File: config.mk
export PLATFORM = sky130hd
export DESIGN_NAME = cmd_port_ctrl
export DESIGN_NICKNAME = d
export VERILOG_FILES = /design/src/rtl/cpc_pkg.sv /design/src/rtl/cpc_strobe.sv /design/src/rtl/cpc_stack.sv /design/src/rtl/cpc_decode.sv /design/src/rtl/cmd_port_ctrl.sv
export SDC_FILE = /design/constraint.sdc
export NUM_CORES = 1
export LEC_CHECK = 0
export BUFFER_PORTS_ARGS = -buffer_cell sky130_fd_sc_hd__buf_2
export CORE_MARGIN = 4
export CORE_UTILIZATION = 49
export DETAILED_ROUTE_END_ITERATION = 16
export GPL_TIMING_DRIVEN = 0
export PLACE_DENSITY_LB_ADDON = 0.12
export SLEW_MARGIN = 20
export SYNTH_ARGS = -nofsm -noshare
export SYNTH_HDL_FRONTEND = slang
export SYNTH_HIERARCHICAL = 1
export SYNTH_SLANG_ARGS = --single-unit
File: constraint.sdc
create_clock -name clk -period 4.6 [get_ports clk]
set_clock_uncertainty 0.15 [all_clocks]
set_input_delay 0.23 -clock clk [delete_from_list [all_inputs] [get_ports clk]]
set_output_delay 0.23 -clock clk [all_outputs]
set_load 0.01 [all_outputs]
File: src/rtl/cpc_pkg.sv
package cpc_pkg;

    localparam logic [3:0] OP_CONNECT    = 4'b0001;
    localparam logic [3:0] OP_DISCONNECT = 4'b0010;
    localparam logic [3:0] OP_INSERT     = 4'b0100;
    localparam logic [3:0] OP_READCW     = 4'b1000;
    localparam logic [3:0] OP_EXTRACT    = 4'b1011;
    localparam logic [3:0] OP_MASK       = 4'b1110;

    typedef enum logic [2:0] {
        ACT_NONE,
        ACT_BAD,
        ACT_WRITE,
        ACT_READCW,
        ACT_EXTRACT,
        ACT_MASK
    } cpc_act_e;

    typedef enum logic [1:0] {
        PH_IDLE,
        PH_WAIT,
        PH_TAKE
    } cpc_phase_e;

endpackage

File: src/rtl/cpc_strobe.sv
module cpc_strobe (
    input  logic clk,
    input  logic rst_n,
    input  logic wr_n,
    input  logic rd_n,
    input  logic cs_a_n,
    input  logic cs_b_n,
    input  logic cd,
    input  logic sel_a,
    input  logic strap_a,
    input  logic sel_b,
    input  logic strap_b,
    output logic data_evt,
    output logic cmd_evt,
    output logic full_sel,
    output logic frozen
);
    logic wr_d, wr_q;
    logic cs_ok, wr_done;

    always_comb begin
        wr_d     = wr_n;
        cs_ok    = !cs_a_n && !cs_b_n;
        full_sel = cs_ok && (sel_a == strap_a) && (sel_b == strap_b);
        frozen   = !rd_n && !wr_n;
        wr_done  = wr_n && !wr_q && rd_n && cs_ok;
        data_evt = wr_done && !cd;
        cmd_evt  = wr_done && cd;
    end

    always_ff @(posedge clk or negedge rst_n) begin
        if (!rst_n) wr_q <= 1'b1;
        else        wr_q <= wr_d;
    end
endmodule

File: src/rtl/cpc_stack.sv
module cpc_stack #(
    parameter int DW    = 8,
    parameter int SLOTS = 4,
    localparam int CNTW = $clog2(SLOTS + 1)
) (
    input  logic                  clk,
    input  logic                  rst_n,
    input  logic                  push,
    input  logic                  clear,
    input  logic [DW-1:0]         din,
    output logic [CNTW-1:0]       cnt,
    output logic [SLOTS*DW-1:0]   flat
);
    logic [CNTW-1:0]            cnt_d, cnt_q;
    logic [SLOTS-1:0][DW-1:0]   slot_d, slot_q;

    always_comb begin
        cnt_d  = cnt_q;
        slot_d = slot_q;
        if (clear) begin
            cnt_d = '0;
        end else if (push && cnt_q < CNTW'(SLOTS)) begin
            cnt_d = cnt_q + 1'b1;
            for (int i = 0; i < SLOTS; i++) begin
                if (cnt_q == CNTW'(i)) slot_d[i] = din;
            end
        end
    end

    always_ff @(posedge clk or negedge rst_n) begin
        if (!rst_n) begin
            cnt_q  <= '0;
            slot_q <= '0;
        end else begin
            cnt_q  <= cnt_d;
            slot_q <= slot_d;
        end
    end

    assign cnt  = cnt_q;
    assign flat = slot_q;
endmodule

File: src/rtl/cpc_decode.sv
module cpc_decode
    import cpc_pkg::*;
#(
    parameter int LW    = 3,
    parameter int CW    = 5,
    parameter int SLOTS = 4,
    localparam int DW   = LW + CW,
    localparam int CMW  = DW + 1,
    localparam int CNTW = $clog2(SLOTS + 1)
) (
    input  logic [3:0]            op,
    input  logic [CNTW-1:0]       cnt,
    input  logic [SLOTS*DW-1:0]   flat,
    input  logic                  full,
    output cpc_act_e              act,
    output logic [DW-1:0]         addr,
    output logic [CMW-1:0]        wdata,
    output logic [LW-1:0]         line,
    output logic [DW-1:0]         mask
);
    logic [DW-1:0] b0, b1, b2, b3;
    logic [CNTW-1:0] need;
    logic known;

    always_comb begin
        b0 = flat[0*DW +: DW];
        b1 = flat[1*DW +: DW];
        b2 = flat[2*DW +: DW];
        b3 = flat[3*DW +: DW];

        known = 1'b1;
        need  = CNTW'(2);
        case (op)
            OP_CONNECT, OP_INSERT:                   need = CNTW'(4);
            OP_DISCONNECT, OP_READCW,
            OP_EXTRACT, OP_MASK:                     need = CNTW'(2);
            default:                                 known = 1'b0;
        endcase

        line  = b0[LW-1:0];
        addr  = {b0[LW-1:0], b1[CW-1:0]};
        mask  = {b0[LW-1:0], b1[CW-1:0]};
        wdata = '1;
        act   = ACT_NONE;

        if (!known || cnt < need) begin
            act = ACT_BAD;
        end else begin
            case (op)
                OP_CONNECT, OP_INSERT: begin
                    line = b2[LW-1:0];
                    addr = {b2[LW-1:0], b3[CW-1:0]};
                    act  = ACT_WRITE;
                    if (full) wdata = {(op == OP_INSERT), b0[LW-1:0], b1[CW-1:0]};
                end
                OP_DISCONNECT: act = full ? ACT_WRITE : ACT_NONE;
                OP_EXTRACT:    act = full ? ACT_EXTRACT : ACT_NONE;
                OP_MASK:       act = full ? ACT_MASK : ACT_NONE;
                OP_READCW:     act = ACT_READCW;
                default:       act = ACT_BAD;
            endcase
        end
    end
endmodule

File: src/rtl/cmd_port_ctrl.sv
module cmd_port_ctrl
    import cpc_pkg::*;
#(
    parameter int LINE_W  = 3,
    parameter int CHAN_W  = 5,
    parameter int DEPTH   = 5,
    parameter int PULSE   = 2,
    localparam int DW     = LINE_W + CHAN_W,
    localparam int CMW    = DW + 1,
    localparam int SLOTS  = DEPTH - 1,
    localparam int CNTW   = $clog2(SLOTS + 1),
    localparam int PW     = $clog2(PULSE + 1)
) (
    input  logic           clk,
    input  logic           rst_n,
    input  logic           wr_n,
    input  logic           rd_n,
    input  logic           cs_a_n,
    input  logic           cs_b_n,
    input  logic           cd,
    input  logic           sel_a,
    input  logic           strap_a,
    input  logic           sel_b,
    input  logic           strap_b,
    input  logic [DW-1:0]  din,
    output logic [DW-1:0]  dout,
    output logic           dout_oe,
    output logic           rdy,
    output logic           cm_req,
    output logic           cm_we,
    output logic [DW-1:0]  ch_addr,
    output logic [CMW-1:0] cm_wdata,
    input  logic [CMW-1:0] cm_rdata,
    output logic           ext_req,
    input  logic [DW-1:0]  ext_rdata,
    input  logic           ext_src_cm,
    output logic           mask_we,
    output logic [DW-1:0]  mask_data
);
    typedef struct packed {
        logic [DW-1:0]     res_a;
        logic [DW-1:0]     res_b;
        logic              bad;
        logic [PW-1:0]     pulse;
        cpc_phase_e        phase;
        logic              pend_ext;
        logic [LINE_W-1:0] pend_line;
        logic              cm_req;
        logic              cm_we;
        logic [DW-1:0]     addr;
        logic [CMW-1:0]    wdata;
        logic              ext_req;
        logic              mask_we;
        logic [DW-1:0]     mask;
    } state_t;

    state_t s_d, s_q;

    logic data_evt, cmd_evt, full_sel, frozen;
    logic [CNTW-1:0]     stk_cnt;
    logic [SLOTS*DW-1:0] stk_flat;
    cpc_act_e            act;
    logic [DW-1:0]       dec_addr, dec_mask;
    logic [CMW-1:0]      dec_wdata;
    logic [LINE_W-1:0]   dec_line;

    cpc_strobe u_strobe (
        .clk(clk), .rst_n(rst_n), .wr_n(wr_n), .rd_n(rd_n),
        .cs_a_n(cs_a_n), .cs_b_n(cs_b_n), .cd(cd),
        .sel_a(sel_a), .strap_a(strap_a), .sel_b(sel_b), .strap_b(strap_b),
        .data_evt(data_evt), .cmd_evt(cmd_evt), .full_sel(full_sel), .frozen(frozen)
    );

    cpc_stack #(.DW(DW), .SLOTS(SLOTS)) u_stack (
        .clk(clk), .rst_n(rst_n), .push(data_evt), .clear(cmd_evt),
        .din(din), .cnt(stk_cnt), .flat(stk_flat)
    );

    cpc_decode #(.LW(LINE_W), .CW(CHAN_W), .SLOTS(SLOTS)) u_decode (
        .op(din[3:0]), .cnt(stk_cnt), .flat(stk_flat), .full(full_sel),
        .act(act), .addr(dec_addr), .wdata(dec_wdata), .line(dec_line), .mask(dec_mask)
    );

    always_comb begin
        s_d         = s_q;
        s_d.cm_req  = 1'b0;
        s_d.ext_req = 1'b0;
        s_d.mask_we = 1'b0;
        if (s_q.pulse != '0) s_d.pulse = s_q.pulse - 1'b1;

        case (s_q.phase)
            PH_WAIT: s_d.phase = PH_TAKE;
            PH_TAKE: begin
                if (!frozen) begin
                    s_d.phase = PH_IDLE;
                    if (s_q.pend_ext) begin
                        s_d.res_a = ext_rdata;
                        s_d.res_b = {s_q.pend_line, ext_src_cm, OP_EXTRACT};
                    end else begin
                        s_d.res_a = cm_rdata[DW-1:0];
                        s_d.res_b = {s_q.pend_line, cm_rdata[CMW-1], OP_READCW};
                        if (cm_rdata[CMW-1] && cm_rdata[DW-1:0] != '1)
                            s_d.pulse = PW'(PULSE);
                    end
                end
            end
            default: ;
        endcase

        if (cmd_evt) begin
            s_d.bad = (act == ACT_BAD);
            case (act)
                ACT_WRITE: begin
                    s_d.cm_req = 1'b1;
                    s_d.cm_we  = 1'b1;
                    s_d.addr   = dec_addr;
                    s_d.wdata  = dec_wdata;
                    s_d.res_a  = dec_wdata[DW-1:0];
                    s_d.res_b  = {dec_line, dec_wdata[CMW-1], din[3:0]};
                end
                ACT_READCW, ACT_EXTRACT: begin
                    s_d.cm_req    = (act == ACT_READCW);
                    s_d.ext_req   = (act == ACT_EXTRACT);
                    s_d.cm_we     = 1'b0;
                    s_d.addr      = dec_addr;
                    s_d.pend_ext  = (act == ACT_EXTRACT);
                    s_d.pend_line = dec_line;
                    s_d.phase     = PH_WAIT;
                end
                ACT_MASK: begin
                    s_d.mask_we = 1'b1;
                    s_d.mask    = dec_mask;
                    s_d.res_b   = {LINE_W'(0), (dec_mask != '0), din[3:0]};
                end
                default: ;
            endcase
        end
    end

    always_ff @(posedge clk or negedge rst_n) begin
        if (!rst_n) begin
            s_q       <= '0;
            s_q.phase <= PH_IDLE;
        end else begin
            s_q <= s_d;
        end
    end

    assign rdy       = !s_q.bad && (s_q.pulse == '0);
    assign dout_oe   = !rd_n && wr_n && full_sel;
    assign dout      = cd ? s_q.res_b : s_q.res_a;
    assign cm_req    = s_q.cm_req;
    assign cm_we     = s_q.cm_we;
    assign ch_addr   = s_q.addr;
    assign cm_wdata  = s_q.wdata;
    assign ext_req   = s_q.ext_req;
    assign mask_we   = s_q.mask_we;
    assign mask_data = s_q.mask;
endmodule

==> summary.md <==
| Metric | Value |
|---|---|
| Gp weighted congestion | 0.840 |
| Mapped Cells | 382 |
| Power Total | 1.55 mW |
| GRT overflow | 0 |
| VDD IR max | between 150 and 200 uV |
| CTS tree | built |
| Global-route wire length before repair | 15,600 um |
| H-tree depth | 3 |
| DRT met1 WL | about 4200 um |
| Ant diodes | 0 |
| Global-route usage over all layers | 20.1% |
| Largest net degree at the start of global routing | 41 |
| Min-Delay Path Depth | 2 |
| Avg WL per Cell | 15.8 um |
| Sum Neg Setup Slack | 0 ps |
| Synth Cell Area | 4070 sq um |
| CP Class | in -> reg |
| Root Buffer | clkbuf_8 |
| Crit share post-route | 69.1% |
| Finish-stage setup viols | 0 |
| Outcome | complete, no violations |
| Rows | 32 |
| Fmax | 0.315 GHz |
| CP Launch Type | primary input |
| Hold path start | din[3] |
| CP arrival | 3260 ps |
| # IOs | 76 |
| Leakage | about 2.6 nW |
| Fin crit period | 3180 ps |
| Util after Layout | 61.3% |
| CTS max path bufs | 2 |
| Max-slew headroom | 41.4% |
| Dpl hpwl | 6770 um |
| DRC errors left | 0 |
| Max-Cap Viols | 0 |
| Core region area | around 7900 sq um |
| R2R depth | 10 |
| WL met2 | 4200 um |
| I/O Buffers | 72 |
| Slew Viols, Final | 0 |
| Initial antenna violation count | 0 |
| Cell Pwr Density | between 300 and 400 nW/um^2 |
| Drt total wl | 9120 um |
| Die Ht | 99.1 um |
| Worst EP required | 4680 ps |
| CTS clk-pin slew, worst paths | roughly 80 ps |
| Dpl cells | 558 |
| Setup slack, reg-to-reg | approximately 1700 ps |
| DR iter-0 viols | 160 |
| Antenna viol nets, final | 0 |
| Syn_area_per_cell | 10.7 sq um |
| Vias in the first global route | 3,130 |
| R2R Path Start | u_stack/cnt[2] |
| Non-Filler Instances | 576 |
| Worst Hold Endpoint | u_stack/flat[11] |
| Initial Utilization | between 50% and 60% |
| CP endpoint kind | flip-flop |
| CTS Buf Count | 9 |
| WL met3 | roughly 540 um |
| Worst skew pair latency | 350 ps |
| Postcts setup bufs | 0 |
| Max Used Layer | met4 |
| Reg-to-Reg End | s_q[41] |
| DRT Pass-1 Iters | 4 |
| Layout cells sized above 1 | 44.1% |
| Area growth syn-to-layout | 18.9% |
| Final hold violations | 0 |
| Syn_nets | 428 |
| Unrepaired setup endpoints after global routing | no |
| Max Fanout on Critical Path | 10 |
| DR vias | around 3.0k |
| YS warnings | 6 |
| Die ar. | slightly below 10,000 sq um |
| Worst hold path class | in -> reg |
| Vias per cell | 5.22 |
| Die width | just under 100 um |
| Final nets | 516 |
| Hold Worst Slack | 34.0 ps |
| Worst Tran Pin Value | 871 ps |
| Clock sinks | between 70 and 80 |
==> registers in the layout, summed over array words and instances (netlist names) <==
register and cells:
mask_data 8, u_stack/flat 16, u_stack/cnt 3, ext_req 1, cm_req 1, u_strobe/wr_q 1
ch_addr 8, s_q 25, cm_wdata 9, cm_we 1, mask_we 1
==> critical path, cell delays in order <==
cell and delay (ps):
buf_2 150, buf_4 180, xnor2_1 180, nor3_2 230
inv_1 80, ha_1 330, a2bb2oi_1 170, o31ai_1 80
nand3b_1 180, nor2_1 520, nand4b_4 340, inv_1 130
buf_6 160, o21ai_0 180, o21ai_0 110
==> how the worst max path moves through the flow <==
stage	startpoint	to	slack (ps)	depth (start not counted)
after detailed placement	din[2]	s_q[41]	1100	15
after floorplan	din[2]	s_q[29]	1390	10
after global routing	din[2]	s_q[51]	1200	15
after global placement	din[2]	ch_addr[5]	660	11
after CTS	din[2]	s_q[41]	1460	15
final	din[2]	s_q[41]	1420	15
==> layout make-up <==
cell class                 instances  area (sq um)
buffer                            54           400
clock inverter                     5          78.8
timing repair buffer              77           418
sequential                        74          1850
fill                             662          3050
inverter                           9          33.8
clock buffer                      10           138
tap                              102           128
multi-input combinational        245          1790
==> repair_timing <==
item / 4_1_cts / 5_1_grt
hold endpoints to repair: 37 / 0
gates resized for setup: 0 / 0
hold buffers: 3 / 0
==> through the flow <==
step,worst slack [ps],instance area [sq um]
after floorplan,1390,4070
after global placement,663,4560
after CTS,1460,4840
final,1420,4840
after detailed placement,1100,4590
after global routing,1200,4840
==> per-layer routing <==
metal | vias to the layer above | global-route usage, %
met5 | - | 0
met4 | 0 | 8.09
met3 | 14 | 3.72
met2 | 83 | 31.6
met1 | 1461 | 27.5
li1 | 1447 | -
==> power breakdown <==
| group | leakage [nW] | internal (mW) | switching, mW |
|---|---|---|---|
| logic | 1.52 | 0.128 | 0.124 |
| clock network | 0.112 | 0.316 | 0.242 |
| registers | 0.991 | 0.698 | 0.0384 |
==> layout by cell type, fill, tap and decap left out, types with 3 or more instances in the layout <==
cell type / instances
buf_6: 6
buf_2: 79
and3_1: 3
dfrtp_1: 73
nor4_1: 3
xnor2_1: 3
nor2_1: 16
o21ai_0: 15
ha_1: 9
clkbuf_8: 10
xor2_1: 3
nor2b_1: 11
a21oi_1: 3
a211oi_1: 9
dlygate4sd3_1: 3
or2_2: 8
o31ai_1: 10
inv_1: 9
nand2_1: 62
buf_4: 39
mux2i_1: 6
mux2_2: 44
(Power assumes the default switching activity.)
